<file path="config.mk">
export PLATFORM = sky130hd
export DESIGN_NAME = dp_collide_mon
export DESIGN_NICKNAME = d
export VERILOG_FILES = /design/src/rtl/dpcol_pkg.sv /design/src/rtl/dpcol_classify.sv /design/src/rtl/dpcol_busy_reg.sv /design/src/rtl/dpcol_rb_pipe.sv /design/src/rtl/dp_collide_mon.sv
export SDC_FILE = /design/constraint.sdc
export NUM_CORES = 1
export LEC_CHECK = 0
export BUFFER_PORTS_ARGS = -buffer_cell sky130_fd_sc_hd__buf_2
export CELL_PAD_IN_SITES_DETAIL_PLACEMENT = 1
export CELL_PAD_IN_SITES_GLOBAL_PLACEMENT = 1
export CORE_UTILIZATION = 38
export CTS_BUF_LIST = sky130_fd_sc_hd__clkbuf_2
export CTS_CLUSTER_SIZE = 12
export DETAILED_ROUTE_END_ITERATION = 10
export HOLD_SLACK_MARGIN = 0.12
export PLACE_DENSITY = 0.85
export RECOVER_POWER = 25
export SLEW_MARGIN = 20
export SYNTH_ARGS = -nofsm -noshare
export SYNTH_HDL_FRONTEND = slang
export SYNTH_HIERARCHICAL = 1
export SYNTH_SLANG_ARGS = --single-unit
</file>
<file path="constraint.sdc">
create_clock -name clk -period 2.2 [get_ports clk]
set_input_delay 0.11 -clock clk [delete_from_list [all_inputs] [get_ports clk]]
set_output_delay 0.11 -clock clk [all_outputs]
set_load 0.02 [all_outputs]
</file>
<file path="src/rtl/dpcol_pkg.sv">
package dpcol_pkg;

   // per-cycle classification of the two port accesses
   typedef struct packed {
      logic busy_a;
      logic busy_b;
      logic bad_a;
      logic bad_b;
      logic new_a;
      logic new_b;
      logic conflict;
   } col_t;

endpackage

</file>
<file path="src/rtl/dpcol_classify.sv">
module dpcol_classify
   import dpcol_pkg::*;
#(
   parameter int AW       = 17,
   parameter bit WW_WIN_A = 1'b1
) (
   input  logic          a_vld,
   input  logic          a_we,
   input  logic [AW-1:0] a_addr,
   input  logic          b_vld,
   input  logic          b_we,
   input  logic [AW-1:0] b_addr,
   input  logic          order_b_first,
   input  logic          order_unres,
   output col_t          res
);

   logic hit, both_wr, one_wr, a_reads, b_reads;
   logic lose_a, lose_b;

   assign hit     = a_vld & b_vld & (a_addr == b_addr);
   assign both_wr = hit & a_we & b_we;
   assign one_wr  = hit & (a_we ^ b_we);
   assign a_reads = one_wr & b_we;
   assign b_reads = one_wr & a_we;

   generate
      if (WW_WIN_A) begin : g_win_a
         assign lose_a = 1'b0;
         assign lose_b = both_wr;
      end else begin : g_win_b
         assign lose_a = both_wr;
         assign lose_b = 1'b0;
      end
   endgenerate

   always_comb begin
      res.busy_a   = lose_a | (a_reads & order_unres);
      res.busy_b   = lose_b | (b_reads & order_unres);
      res.bad_a    = a_reads & order_unres;
      res.bad_b    = b_reads & order_unres;
      res.new_a    = a_reads & ~order_unres & ~order_b_first;
      res.new_b    = b_reads & ~order_unres &  order_b_first;
      res.conflict = both_wr | one_wr;
   end

endmodule

</file>
<file path="src/rtl/dpcol_busy_reg.sv">
module dpcol_busy_reg #(
   parameter int AW     = 17,
   parameter int RB_GAP = 2
) (
   input  logic          clk,
   input  logic          rst_n,
   input  logic          conflict,
   input  logic [AW-1:0] hit_addr,
   input  logic          rb_any,
   output logic [AW-1:0] st_addr,
   output logic          st_full
);

   localparam int CW = $clog2(RB_GAP + 1);
   localparam logic [CW-1:0] GAP_LD = CW'(RB_GAP - 1);

   logic          arm_q;
   logic [CW-1:0] gap_q;
   logic          take;

   assign take = arm_q & (gap_q == '0) & conflict & ~rb_any;

   always_ff @(posedge clk) begin
      if (!rst_n) begin
         arm_q   <= 1'b1;
         gap_q   <= '0;
         st_addr <= '0;
         st_full <= 1'b0;
      end else begin
         if (rb_any) begin
            arm_q <= 1'b1;
            gap_q <= GAP_LD;
         end else if (gap_q != '0) begin
            gap_q <= gap_q - 1'b1;
         end
         if (take) begin
            arm_q   <= 1'b0;
            st_addr <= hit_addr;
            st_full <= 1'b1;
         end
      end
   end

endmodule

</file>
<file path="src/rtl/dpcol_rb_pipe.sv">
module dpcol_rb_pipe #(
   parameter int AW  = 17,
   parameter int LAT = 2
) (
   input  logic          clk,
   input  logic          rst_n,
   input  logic          req,
   input  logic [AW-1:0] st_addr,
   input  logic          st_full,
   output logic          rdy,
   output logic [AW-1:0] addr,
   output logic          full
);

   logic [LAT-1:0]         rdy_s;
   logic [LAT-1:0]         full_s;
   logic [LAT-1:0][AW-1:0] addr_s;

   always_ff @(posedge clk) begin
      if (!rst_n) begin
         rdy_s  <= '0;
         full_s <= '0;
         addr_s <= '0;
      end else begin
         rdy_s[0]  <= req;
         full_s[0] <= req & st_full;
         addr_s[0] <= req ? st_addr : '0;
         for (int i = 1; i < LAT; i++) begin
            rdy_s[i]  <= rdy_s[i-1];
            full_s[i] <= full_s[i-1];
            addr_s[i] <= addr_s[i-1];
         end
      end
   end

   assign rdy  = rdy_s[LAT-1];
   assign full = full_s[LAT-1];
   assign addr = addr_s[LAT-1];

endmodule

</file>
<file path="src/rtl/dp_collide_mon.sv">
module dp_collide_mon
   import dpcol_pkg::*;
#(
   parameter int AW       = 17,
   parameter int RB_LAT   = 2,
   parameter int RB_GAP   = 2,
   parameter bit WW_WIN_A = 1'b1
) (
   input  logic          clk,
   input  logic          rst_n,
   input  logic          a_vld,
   input  logic          a_we,
   input  logic [AW-1:0] a_addr,
   input  logic          b_vld,
   input  logic          b_we,
   input  logic [AW-1:0] b_addr,
   input  logic          order_b_first,
   input  logic          order_unres,
   input  logic          a_rb_req,
   input  logic          b_rb_req,
   output logic          a_busy,
   output logic          b_busy,
   output logic          a_rd_bad,
   output logic          b_rd_bad,
   output logic          a_rd_new,
   output logic          b_rd_new,
   output logic          a_rb_rdy,
   output logic [AW-1:0] a_rb_addr,
   output logic          a_rb_full,
   output logic          b_rb_rdy,
   output logic [AW-1:0] b_rb_addr,
   output logic          b_rb_full
);

   localparam int NPORT = 2;

   generate
      if (AW < 1) begin : g_bad_aw
         $error("dp_collide_mon: AW must be at least 1");
      end
      if (RB_LAT < 1) begin : g_bad_lat
         $error("dp_collide_mon: RB_LAT must be at least 1");
      end
      if (RB_GAP < 1) begin : g_bad_gap
         $error("dp_collide_mon: RB_GAP must be at least 1");
      end
   endgenerate

   col_t          cls;
   logic [AW-1:0] st_addr;
   logic          st_full;

   dpcol_classify #(.AW(AW), .WW_WIN_A(WW_WIN_A)) cls_i (
      .a_vld(a_vld), .a_we(a_we), .a_addr(a_addr),
      .b_vld(b_vld), .b_we(b_we), .b_addr(b_addr),
      .order_b_first(order_b_first), .order_unres(order_unres),
      .res(cls)
   );

   always_ff @(posedge clk) begin
      if (!rst_n) begin
         a_busy   <= 1'b0;
         b_busy   <= 1'b0;
         a_rd_bad <= 1'b0;
         b_rd_bad <= 1'b0;
         a_rd_new <= 1'b0;
         b_rd_new <= 1'b0;
      end else begin
         a_busy   <= cls.busy_a;
         b_busy   <= cls.busy_b;
         a_rd_bad <= cls.bad_a;
         b_rd_bad <= cls.bad_b;
         a_rd_new <= cls.new_a;
         b_rd_new <= cls.new_b;
      end
   end

   dpcol_busy_reg #(.AW(AW), .RB_GAP(RB_GAP)) breg_i (
      .clk(clk), .rst_n(rst_n),
      .conflict(cls.conflict), .hit_addr(a_addr),
      .rb_any(a_rb_req | b_rb_req),
      .st_addr(st_addr), .st_full(st_full)
   );

   logic [NPORT-1:0]         rq_v, rdy_v, full_v;
   logic [NPORT-1:0][AW-1:0] addr_v;

   assign rq_v = {b_rb_req, a_rb_req};

   generate
      for (genvar g = 0; g < NPORT; g++) begin : g_port
         dpcol_rb_pipe #(.AW(AW), .LAT(RB_LAT)) pipe_i (
            .clk(clk), .rst_n(rst_n), .req(rq_v[g]),
            .st_addr(st_addr), .st_full(st_full),
            .rdy(rdy_v[g]), .addr(addr_v[g]), .full(full_v[g])
         );
      end
   endgenerate

   assign a_rb_rdy  = rdy_v[0];
   assign a_rb_addr = addr_v[0];
   assign a_rb_full = full_v[0];
   assign b_rb_rdy  = rdy_v[1];
   assign b_rb_addr = addr_v[1];
   assign b_rb_full = full_v[1];

endmodule

</file>
==> results.yml <==
synth:
  synth.net_count: 386
  synth-seq-area-share: 0.560
  syn_avg_cell_area_um2: 10.8
  synth_top_area_share: 0.560
  yosysTopAreaCell: "dfxtp_1"
  synth_area_mm2: 0.00368
  syn-instance-count: 341
  yosys-top-cells-count: "dfxtp_1, and2_1, buf_4, nand2_1, and3_1"
  netlist_top_cells_area: "dfxtp_1, and2_1, buf_4"
  synth-main-ff-cell: "dfxtp_1"
  synth_most_common_cell: "dfxtp_1"
  yosys_register_bits: 103
  synth_warnings: 6
  yosys.cell_types.count: 35
  synth_edf_count: 0
  synth-compound-area-share: 0.0204
  synth_fa_ha_area_frac: 0.00340
  synth_top_family_by_area: "simple AND/OR/NAND/NOR gates"
  yosys.area_share.xor_xnor: 0.0309
  synthMuxAreaShare: 0.0462
  synthSimpleGateAreaFrac: 0.216
  synthArstFlopShare: 0
global_routing:
  antenna_found_initial: 1
  grt_pass1_vias: 2709
  track_usage: 0.167
  use_met2: 0.295
  grt-busiest-layer: "met2"
  grt_max_degree: 120
  met1_usage: 0.188
  grt_overflow: 0
  met3_usage: 0.0439
  grt_pass1_wl_mm: 12.8
final_layout:
  syn_to_final_growth_pct: 26.1
  drive_above_1_share: 0.274
  nFillCells: 1053
  nNetsFinal: 492
  final_core_util: 0.497
timing:
  hold_viol: 0
  skew_ps: 37.0
  period_minus_slack_ps: 2170
  post-route-period-util: 0.988
  setup_viol: 0
  fmax_mhz: 460
  setup-tns-final_ps: 0
  slew_violations: 0
  tightest_slew_ps: 487
  slew_headroom: 0.673
power:
  ir_drop_uv: 252
  p_leak_nw: 2.11
  p_per_area_mw_per_mm2: 660
clocking:
  root_buffer: "clkbuf_2"
  cts_buffer_depth: 2
  cts_sinks: 103
  insertion_delay_ps: 550
  cts.htree.levels: 3
  cts_made_buffers: 9
  path_clk_slew_ps: 300
  cts_tree: "done"
drt:
  first_pass_iters: 4
  ant_nets: 0
  vias: 2564
  avgViaCountPerCell: 4.41
  wl_mm: 7.92
  wl_per_cell_um: 13.6
  initialDrtViolationCount: 89
  drc: 0
floorplan:
  rows: 35
  die_area_mm2: 0.0101
  io_pins: 88
  coreArea_mm2: 0.00933
  die_w_um: 100
  die_h_um: 100
  start_util: 0.395
min_path:
  hp-class: "input pin to register"
  hold_end: "breg_i/arm_q$_SDFFE_PN1P_"
  holdPathStages: 7
  holdCritStartpoint: "b_addr[2]"
worst_setup_path:
  end_kind: "register"
  reg2regPathDepth: 5
  crit_arrival_ps: 2710
  crit_type: "input pin to register"
  r2r_slack_ps: 770
  r2r-end: "breg_i/st_addr[2]$_SDFFE_PN0P_"
  cp_max_fo: 3
  rr_startpoint: "breg_i/gap_q[1]$_SDFFE_PP0P_"
  cp.required_ps: 2740
  cp-start-kind: "input pin"
placement:
  gp_congestion: 0.772
  portBuffers: 87
  dp.final_hpwl_mm: 5.01
outcome:
  status: "complete, no violations"
run:
  drv_cap: 0
[per-stage QoR]
stage	cell area (um^2)	hold WS (ps)	worst slack, ps	std cells	power [mW]
6_report	4640	173	26.6	582	3.06
5_1_grt	4640	139	-6.66	582	3.21
4_1_cts	4600	141	28.0	580	3.09
3_5_place_dp	3900	400	-111	508	2.08
2_1_floorplan	3680	232	117	341	2.01
3_3_place_gp	3900	383	52.1	508	2.07
[placed cells by master, fill, tap and decap left out, drive strengths merged]
| master | n |
|---|---|
| buf | 90 |
| mux2i | 17 |
| nand2b | 1 |
| a221oi | 1 |
| a222oi | 1 |
| a211oi | 1 |
| nor4 | 6 |
| inv | 9 |
| a21o | 1 |
| o21a | 2 |
| bufinv | 1 |
| clkbuf | 10 |
| or2 | 1 |
| nand4 | 2 |
| diode | 1 |
| and2b | 1 |
| o21ai | 1 |
| or4 | 1 |
| o2111ai | 1 |
| dlygate4sd3 | 56 |
| xnor2 | 10 |
| and3 | 36 |
| and4b | 1 |
| nand3 | 2 |
| dfxtp | 103 |
| clkinv | 3 |
| o22ai | 2 |
| nand3b | 2 |
| ha | 1 |
| and2 | 46 |
| clkinvlp | 1 |
| nand2 | 35 |
| or4b | 1 |
| nor2 | 3 |
| xor2 | 3 |
[critical path: stages]
cell and delay, ps:
dlygate4sd3_1 540, buf_2 150, xnor2_1 150, nand4_1 140, dlygate4sd3_1 630, nor4_1 250, dlygate4sd3_1 590, and2_1 130
[kinds of logic (layout without fill, tap and decap cells)]
family,count (synthesis),in the layout
adders and majority gates,1,1
and+or+nand+nor,138,138
AOI/OAI and AO/OA,10,10
xor gates and xnor gates,13,13
buffers and inverters,59,170
other,0,1
muxes,17,17
DFF,103,103
[power by group]
group / internal, mW / switching, mW / total, mW
clock network: 0.290 / 0.651 / 0.941
registers: 1.88 / 0.00186 / 1.88
logic: 0.129 / 0.112 / 0.241
[registers in the layout, indices dropped and copies added (netlist names), 2 cells and up]
signal                cells
breg_i/gap_q              2
breg_i/st_addr           17
g_port.pipe_i/rdy_s       4
g_port.pipe_i/addr_s     34
g_port.pipe_i/addr       34
g_port.pipe_i/full_s      4
[how the worst max path moves through the flow]
stage                    start  slack (ps)                         endpoint
floorplan            b_addr[2]         120  breg_i/st_addr[12]$_SDFFE_PN0P_
global placement     a_addr[2]          50  breg_i/st_addr[14]$_SDFFE_PN0P_
detailed placement   a_addr[2]        -110   breg_i/st_addr[2]$_SDFFE_PN0P_
CTS                 a_addr[14]          30   breg_i/st_addr[2]$_SDFFE_PN0P_
global route         a_addr[6]          -7              b_rd_new$_SDFF_PN0_
finish              a_addr[16]          30              b_rd_bad$_SDFF_PN0_
[area by class of cell]
class                      count  area, um^2  share of cell area
antenna                        1        2.50            0.000539
tap                          129         161              0.0348
clock buffer                   9        45.0             0.00971
inverter                       7        26.3             0.00566
timing repair buffer         147        1050               0.226
multi-input combinational    179        1200               0.259
sequential                   103        2060               0.444
clock inverter                 7        91.3              0.0197
[per-layer routing]
layer,wire (um),part of all wire
met1,3400,0.43
met2,3900,0.49
met3,414,0.052
met4,208,0.026
met5,0,0
[what timing repair did]
item                                    4_1_cts  5_1_grt
buffers inserted                              0        1
hold buffers                                 56        0
resized for setup                             0        5
hold endpoints to repair                    103        0
endpoints found under the setup margin        0       12
(Power assumes the default switching activity.)
